[src/rtl/ushift_pkg.sv]
package ushift_pkg;
   typedef enum logic {SRC_PIN = 1'b0, SRC_TICK = 1'b1} clk_src_e;
   typedef enum logic {WIRE_THREE = 1'b0, WIRE_TWO = 1'b1} wire_mode_e;
endpackage

[src/rtl/ushift_edge_sel.sv]
module ushift_edge_sel
   import ushift_pkg::*;
(
   input  logic     clk,
   input  logic     rst_n,
   input  clk_src_e src,
   input  logic     sck,
   input  logic     tick,
   output logic     sample_ev,
   output logic     drive_ev,
   output logic     open_q,
   output logic     sck_q
);
   logic primed;
   logic pin_rise, pin_fall;

   assign pin_rise = primed & sck & ~sck_q;
   assign pin_fall = primed & ~sck & sck_q;

   always_comb begin
      if (src == SRC_PIN) begin
         sample_ev = pin_rise;
         drive_ev  = pin_fall;
      end else begin
         sample_ev = tick & open_q;
         drive_ev  = tick & ~open_q;
      end
   end

   always_ff @(posedge clk or negedge rst_n) begin
      if (!rst_n) begin
         primed <= 1'b0;
         sck_q  <= 1'b0;
         open_q <= 1'b1;
      end else begin
         primed <= 1'b1;
         sck_q  <= sck;
         if (sample_ev)
            open_q <= 1'b0;
         else if (drive_ev)
            open_q <= 1'b1;
      end
   end

   // without a tick the phase does not move in tick mode
   assert_tick_idle_R7: assert property (@(posedge clk) disable iff (!rst_n)
      (src == SRC_TICK && !tick) |=> $stable(open_q));
endmodule

[src/rtl/ushift_start_det.sv]
module ushift_start_det (
   input  logic clk,
   input  logic rst_n,
   input  logic en,
   input  logic scl,
   input  logic scl_q,
   input  logic sda,
   output logic start_ev
);
   logic primed, sda_q;

   assign start_ev = en & primed & sda_q & ~sda & scl & scl_q;

   always_ff @(posedge clk or negedge rst_n) begin
      if (!rst_n) begin
         primed <= 1'b0;
         sda_q  <= 1'b1;
      end else begin
         primed <= 1'b1;
         sda_q  <= sda;
      end
   end
endmodule

[src/rtl/ushift_edge_cnt.sv]
module ushift_edge_cnt #(
   parameter int CNT_W = 4
) (
   input  logic             clk,
   input  logic             rst_n,
   input  logic             step,
   input  logic             restart,
   output logic [CNT_W-1:0] cnt,
   output logic             wrap
);
   if (CNT_W < 2) begin : g_bad_width
      $error("ushift_edge_cnt: CNT_W must be at least 2");
   end

   assign wrap = step & ~restart & (cnt == {CNT_W{1'b1}});

   always_ff @(posedge clk or negedge rst_n) begin
      if (!rst_n)
         cnt <= '0;
      else if (restart)
         cnt <= '0;
      else if (step)
         cnt <= cnt + 1'b1;
   end

   // every edge advances the count by exactly one, modulo the width
   assert_cnt_step_R5: assert property (@(posedge clk) disable iff (!rst_n)
      (step && !restart) |=> cnt == CNT_W'($past(cnt) + 1'b1));
endmodule

[src/rtl/ushift_top.sv]
module ushift_top
   import ushift_pkg::*;
#(
   parameter int DATA_W  = 8,
   parameter int IN_SYNC = 0,
   localparam int CNT_W  = $clog2(2 * DATA_W)
) (
   input  logic              clk,
   input  logic              rst_n,
   input  logic              wr_en,
   input  logic [DATA_W-1:0] wr_data,
   output logic [DATA_W-1:0] rd_data,
   output logic [CNT_W-1:0]  cnt_out,
   input  logic              wire2,
   input  logic              src_tick,
   input  logic              hold_ovf,
   input  logic              tick,
   input  logic              clr_start,
   input  logic              clr_ovf,
   input  logic              sck_in,
   input  logic              di_in,
   output logic              do_out,
   output logic              sda_pull,
   output logic              scl_pull,
   output logic              start_flag,
   output logic              ovf_flag
);
   if (DATA_W < 2 || (DATA_W & (DATA_W - 1)) != 0) begin : g_bad_data_w
      $error("ushift_top: DATA_W must be a power of two, at least 2");
   end
   if (IN_SYNC != 0 && IN_SYNC != 1) begin : g_bad_sync
      $error("ushift_top: IN_SYNC must be 0 or 1");
   end

   logic sck_s, di_s;

   if (IN_SYNC == 1) begin : g_sync
      logic sck_r, di_r;
      always_ff @(posedge clk or negedge rst_n) begin
         if (!rst_n) begin
            sck_r <= 1'b0;
            di_r  <= 1'b1;
         end else begin
            sck_r <= sck_in;
            di_r  <= di_in;
         end
      end
      assign sck_s = sck_r;
      assign di_s  = di_r;
   end else begin : g_direct
      assign sck_s = sck_in;
      assign di_s  = di_in;
   end

   wire_mode_e mode;
   clk_src_e   src;
   assign mode = wire_mode_e'(wire2);
   assign src  = clk_src_e'(src_tick);

   logic sample_ev, drive_ev, open_q, sck_q;
   logic start_ev, wrap;
   logic [DATA_W-1:0] shreg;
   logic held, do_bit;

   ushift_edge_sel u_edge (
      .clk      (clk),
      .rst_n    (rst_n),
      .src      (src),
      .sck      (sck_s),
      .tick     (tick),
      .sample_ev(sample_ev),
      .drive_ev (drive_ev),
      .open_q   (open_q),
      .sck_q    (sck_q)
   );

   ushift_start_det u_start (
      .clk     (clk),
      .rst_n   (rst_n),
      .en      (mode == WIRE_TWO),
      .scl     (sck_s),
      .scl_q   (sck_q),
      .sda     (di_s),
      .start_ev(start_ev)
   );

   ushift_edge_cnt #(.CNT_W(CNT_W)) u_cnt (
      .clk    (clk),
      .rst_n  (rst_n),
      .step   (sample_ev | drive_ev),
      .restart(start_ev),
      .cnt    (cnt_out),
      .wrap   (wrap)
   );

   always_ff @(posedge clk or negedge rst_n) begin
      if (!rst_n) begin
         shreg      <= '0;
         held       <= 1'b0;
         ovf_flag   <= 1'b0;
         start_flag <= 1'b0;
      end else begin
         if (wr_en)
            shreg <= wr_data;
         else if (sample_ev)
            shreg <= {shreg[DATA_W-2:0], di_s};
         if (sample_ev)
            held <= shreg[DATA_W-1];
         if (wrap)
            ovf_flag <= 1'b1;
         else if (clr_ovf)
            ovf_flag <= 1'b0;
         if (start_ev)
            start_flag <= 1'b1;
         else if (clr_start)
            start_flag <= 1'b0;
      end
   end

   assign rd_data  = shreg;
   assign do_bit   = open_q ? shreg[DATA_W-1] : held;
   assign do_out   = (mode == WIRE_THREE) ? do_bit : 1'b0;
   assign sda_pull = (mode == WIRE_TWO) & ~do_bit;
   assign scl_pull = (mode == WIRE_TWO) & (start_flag | (hold_ovf & ovf_flag));

   // a sample edge in the open phase leaves the output bit unchanged
   assert_out_hold_R4: assert property (@(posedge clk) disable iff (!rst_n)
      (sample_ev && open_q) |=> $stable(do_bit));
   // a counter wrap always raises the overflow flag
   assert_ovf_set_R5: assert property (@(posedge clk) disable iff (!rst_n)
      wrap |=> ovf_flag);
   // a start condition flags and restarts the count
   assert_start_cnt_R10: assert property (@(posedge clk) disable iff (!rst_n)
      start_ev |=> (start_flag && cnt_out == '0));
   // after a start condition the clock line is held while two-wire mode stays on
   assert_scl_hold_R11: assert property (@(posedge clk) disable iff (!rst_n)
      start_ev |=> (scl_pull || !wire2));
endmodule

[config.mk]
export PLATFORM = sky130hd
export DESIGN_NAME = ushift_top
export DESIGN_NICKNAME = d
export VERILOG_FILES = /design/src/rtl/ushift_pkg.sv /design/src/rtl/ushift_edge_sel.sv /design/src/rtl/ushift_start_det.sv /design/src/rtl/ushift_edge_cnt.sv /design/src/rtl/ushift_top.sv
export SDC_FILE = /design/constraint.sdc
export NUM_CORES = 1
export LEC_CHECK = 0
export ABC_AREA = 1
export BUFFER_PORTS_ARGS = -buffer_cell sky130_fd_sc_hd__buf_2
export CAP_MARGIN = 10
export CORE_ASPECT_RATIO = 1.4
export CORE_UTILIZATION = 48
export DETAILED_ROUTE_END_ITERATION = 7
export GPL_TIMING_DRIVEN = 0
export PLACE_DENSITY = 0.77
export SYNTH_ARGS = -nofsm -noshare
export SYNTH_HDL_FRONTEND = slang
export SYNTH_SLANG_ARGS = --single-unit
[constraint.sdc]
create_clock -name clk -period 1.5 [get_ports clk]
set_input_delay 0.45 -clock clk [delete_from_list [all_inputs] [get_ports clk]]
set_output_delay 0.45 -clock clk [all_outputs]
set_load 0.02 [all_outputs]
==> out/results.tsv <==
stage	metric	value	unit
outcome	status	finished with violations	
outcome	failed_checks	setup timing	
timing	fin_worst_skew	0.00859	ns
worst_setup_path	r2r_cells	7	
hold_path	hp-class	input port to async pin	
timing	min_period	1.80	ns
yosys	ys_seq_elements	19	
worst_setup_path	cp.required	1.05	ns
final_layout	drive_above_1_share	39.1	%
worst_setup_path	critPathCaptureType	primary output	
routing	drc	0	
yosys	synth_most_common_cell	nand2_1	
worst_setup_path	slowest_stage	dfstp_2	
place	portBuffers	34	
clock_network	cts_tree	built	
yosys	synth-async-reset-ratio	100	%
yosys	ys_dominant_reg_cell	dfrtp_1	
routing	detail_route.wl_per_cell	11.2	um
floorplanning	num_rows	19	
yosys	synth_top_area_share	41.3	%
yosys	syn-instance-count	121	
worst_setup_path	cp-start-kind	register	
pwr	p_leak	0.721	nW
global_route	grt_pass1_vias	838	
floorplanning	dieHeight	56.8	um
clock_network	cts_buffers	3	
floorplanning	io_pins	36	
routing	final_antenna_net_count	0	
clock_network	cts_max_level	1	
timing	hold_viol_final	0	
place	gp_congestion	0.652	
worst_setup_path	crit_fanout	2	
final_layout	seqCellArea	478	um2
pwr	irDropWorstVdd	0.849	mV
yosys	yosysWarnings	0	
yosys	post-synth-top-area-cell	dfrtp_1	
routing	routed_via_density	5.04	
yosys	synth.distinct_cells	24	
floorplanning	core_area	2000	um2
clock_network	clkTransAtPathRegs	0.12	ns
routing	drtPass1Iterations	4	
routing	routed_wl	2040	um
timing	max_freq	0.555	GHz
clock_network	cts.path.max_buffers	2	
global_route	grt_pass1_wl	3220	um
yosys	synthesis.area	1030	um2
routing	vias	918	
place	dp_slack	-0.0279	ns
timing	fin_ws	-0.303	ns
yosys	synth_nets	141	
worst_setup_path	criticalPathCategory	register to primary output	
yosys	syn_area_per_cell	8.52	um2
yosys	synthTopCellsByArea	dfrtp_1, nand2_1, o21ai_2	
run	maxCapViolCount	0	
timing	rsz0062_at_grt	true	
final_layout	fin_nets	182	
yosys	synthTopCellsByCount	nand2_1, dfrtp_1, inv_1, nor2_1, nand3_1	
timing	hold_ws	0.0662	ns
final_layout	area_delta_synth_final	25.4	%
timing	final.period_utilization	120	%
floorplanning	die_width	41.2	um
worst_setup_path	max_stage_delay	0.57	ns
global_route	antenna_found_initial	0	
global_route	track_usage	19.5	%
routing	drt_iter0_markers	32	
final_layout	fill_cells	185	
timing	setup_viol	2	
pwr	powerDensity	1310	nW/um2
pwr	power	1.69	mW
final_layout	antennaDiodeCount	0	
floorplanning	die_area	2340	um2
place	hpwl	1520	um
final_layout	final_cells	182	
final_layout	multi_input_area	467	um2
clock_network	clock_tree.root_cell	clkbuf_4	
worst_setup_path	cp_cell_sequence	mux2i_2 > and2_1 > buf_6	
place	dpl.cell_count	176	
clock_network	insertion_delay	0.30	ns
global_route	grt_start_max_net_pins	20	
clock_network	cts.sinks	19	
floorplanning	start_util	51.6	%
timing	drv_slew	0	
yosys	synth_edf_count	0	
global_route	grt-ovfl-total	0	
worst_setup_path	worstPathArrival	1.35	ns
clock_network	cts_hold_buffers	0	
yosys	ys_seq_area_share	46.4	%
## timing repair
action,4_1_cts,5_1_grt
endpoints found under the setup margin,2,3
endpoints found under the hold margin,0,0
pin swaps,0,1
gates resized for setup,1,6
buffers inserted,1,1
## registers in the layout, summed over array words and instances, names as in the netlist
name	cells
rd_data	8
u_cnt.cnt	4
held	1
ovf_flag	1
start_flag	1
u_edge.open_q	1
u_edge.sck_q	1
u_start.primed	1
u_start.sda_q	1
## metal layers
| layer | up-vias | share of wire [%] | global-route usage, % | routed length (um) |
|---|---|---|---|---|
| li1 | 460 | - | - | - |
| met1 | 424 | 40 | 21.3 | 811 |
| met2 | 32 | 54 | 33.7 | 1110 |
| met3 | 2 | 5.1 | 2.37 | 103 |
| met4 | 0 | 0.69 | 9.68 | 14 |
| met5 | - | 0 | 0 | 0 |
## cells by family (layout without fill, tap and decap cells)
logic type	Yosys count	count (layout)	synth area share [%]
compound gates	18	18	11.7
xor+xnor	2	2	1.70
fa+ha+maj	1	1	1.21
buf+inv	20	60	9.34
flops	19	19	46.4
mux	2	2	1.94
other cells	1	1	0.364
simple gates	58	58	27.4
## critical path: cells and delay by family, from the launching register on
kind | cells | cell delay (ns)
buf+inv | 1 | 0.11
flops | 1 | 0.57
mux | 1 | 0.22
simple gates | 1 | 0.16
## stage by stage
| stage | util, % | TNS, ns | instance area, um2 |
|---|---|---|---|
| after floorplan | - | 0 | 1030 |
| after global placement | 61.5 | -0.0162 | 1230 |
| after detailed placement | 61.5 | -0.0279 | 1230 |
| after CTS | 63.3 | -0.562 | 1260 |
| after global routing | 64.7 | -0.728 | 1290 |
| final | 64.7 | -0.538 | 1290 |
## final cells by class
type / count / area share [%]
well taps: 21 / 2.03
multi-input cells: 82 / 36.1
clock buffers: 3 / 1.74
repair buffers: 36 / 15.3
flip-flops and latches: 19 / 37.0
inverters: 17 / 4.94
clock inverters: 1 / 0.387
plain buffers: 3 / 2.52
## layout by cell type, fill, tap and decap left out, drive strengths merged, types with 2 or more instances in the layout
cell,count
buf,39
nand2,27
inv,17
dfrtp,17
nor2,16
nand3,11
o21ai,10
a21oi,8
clkbuf,3
dfstp,2
mux2i,2
## report_power, final
part / total, mW / switching [mW] / leakage (nW) / internal (mW)
sequential: 0.746 / 0.110 / 0.236 / 0.636
combinational: 0.681 / 0.396 / 0.468 / 0.285
clock: 0.261 / 0.162 / 0.0177 / 0.0992
## final timing paths
check	from	endpoint	slack (ns)
max in group asynchronous	rst_n	u_edge.open_q$_DFFE_PN1P_	1.10
worst min-delay path	rst_n	rd_data[3]$_DFFE_PN0P_	0.07
worst min register to register	held$_DFFE_PN0P_	held$_DFFE_PN0P_	0.50
min in group clk	di_in	u_start.sda_q$_DFF_PN1_	0.26
worst max register to register	u_edge.open_q$_DFFE_PN1P_	rd_data[4]$_DFFE_PN0P_	0.16
worst max-delay path	u_edge.open_q$_DFFE_PN1P_	sda_pull	-0.30
No activity file was read; power rests on OpenSTA's default activity.
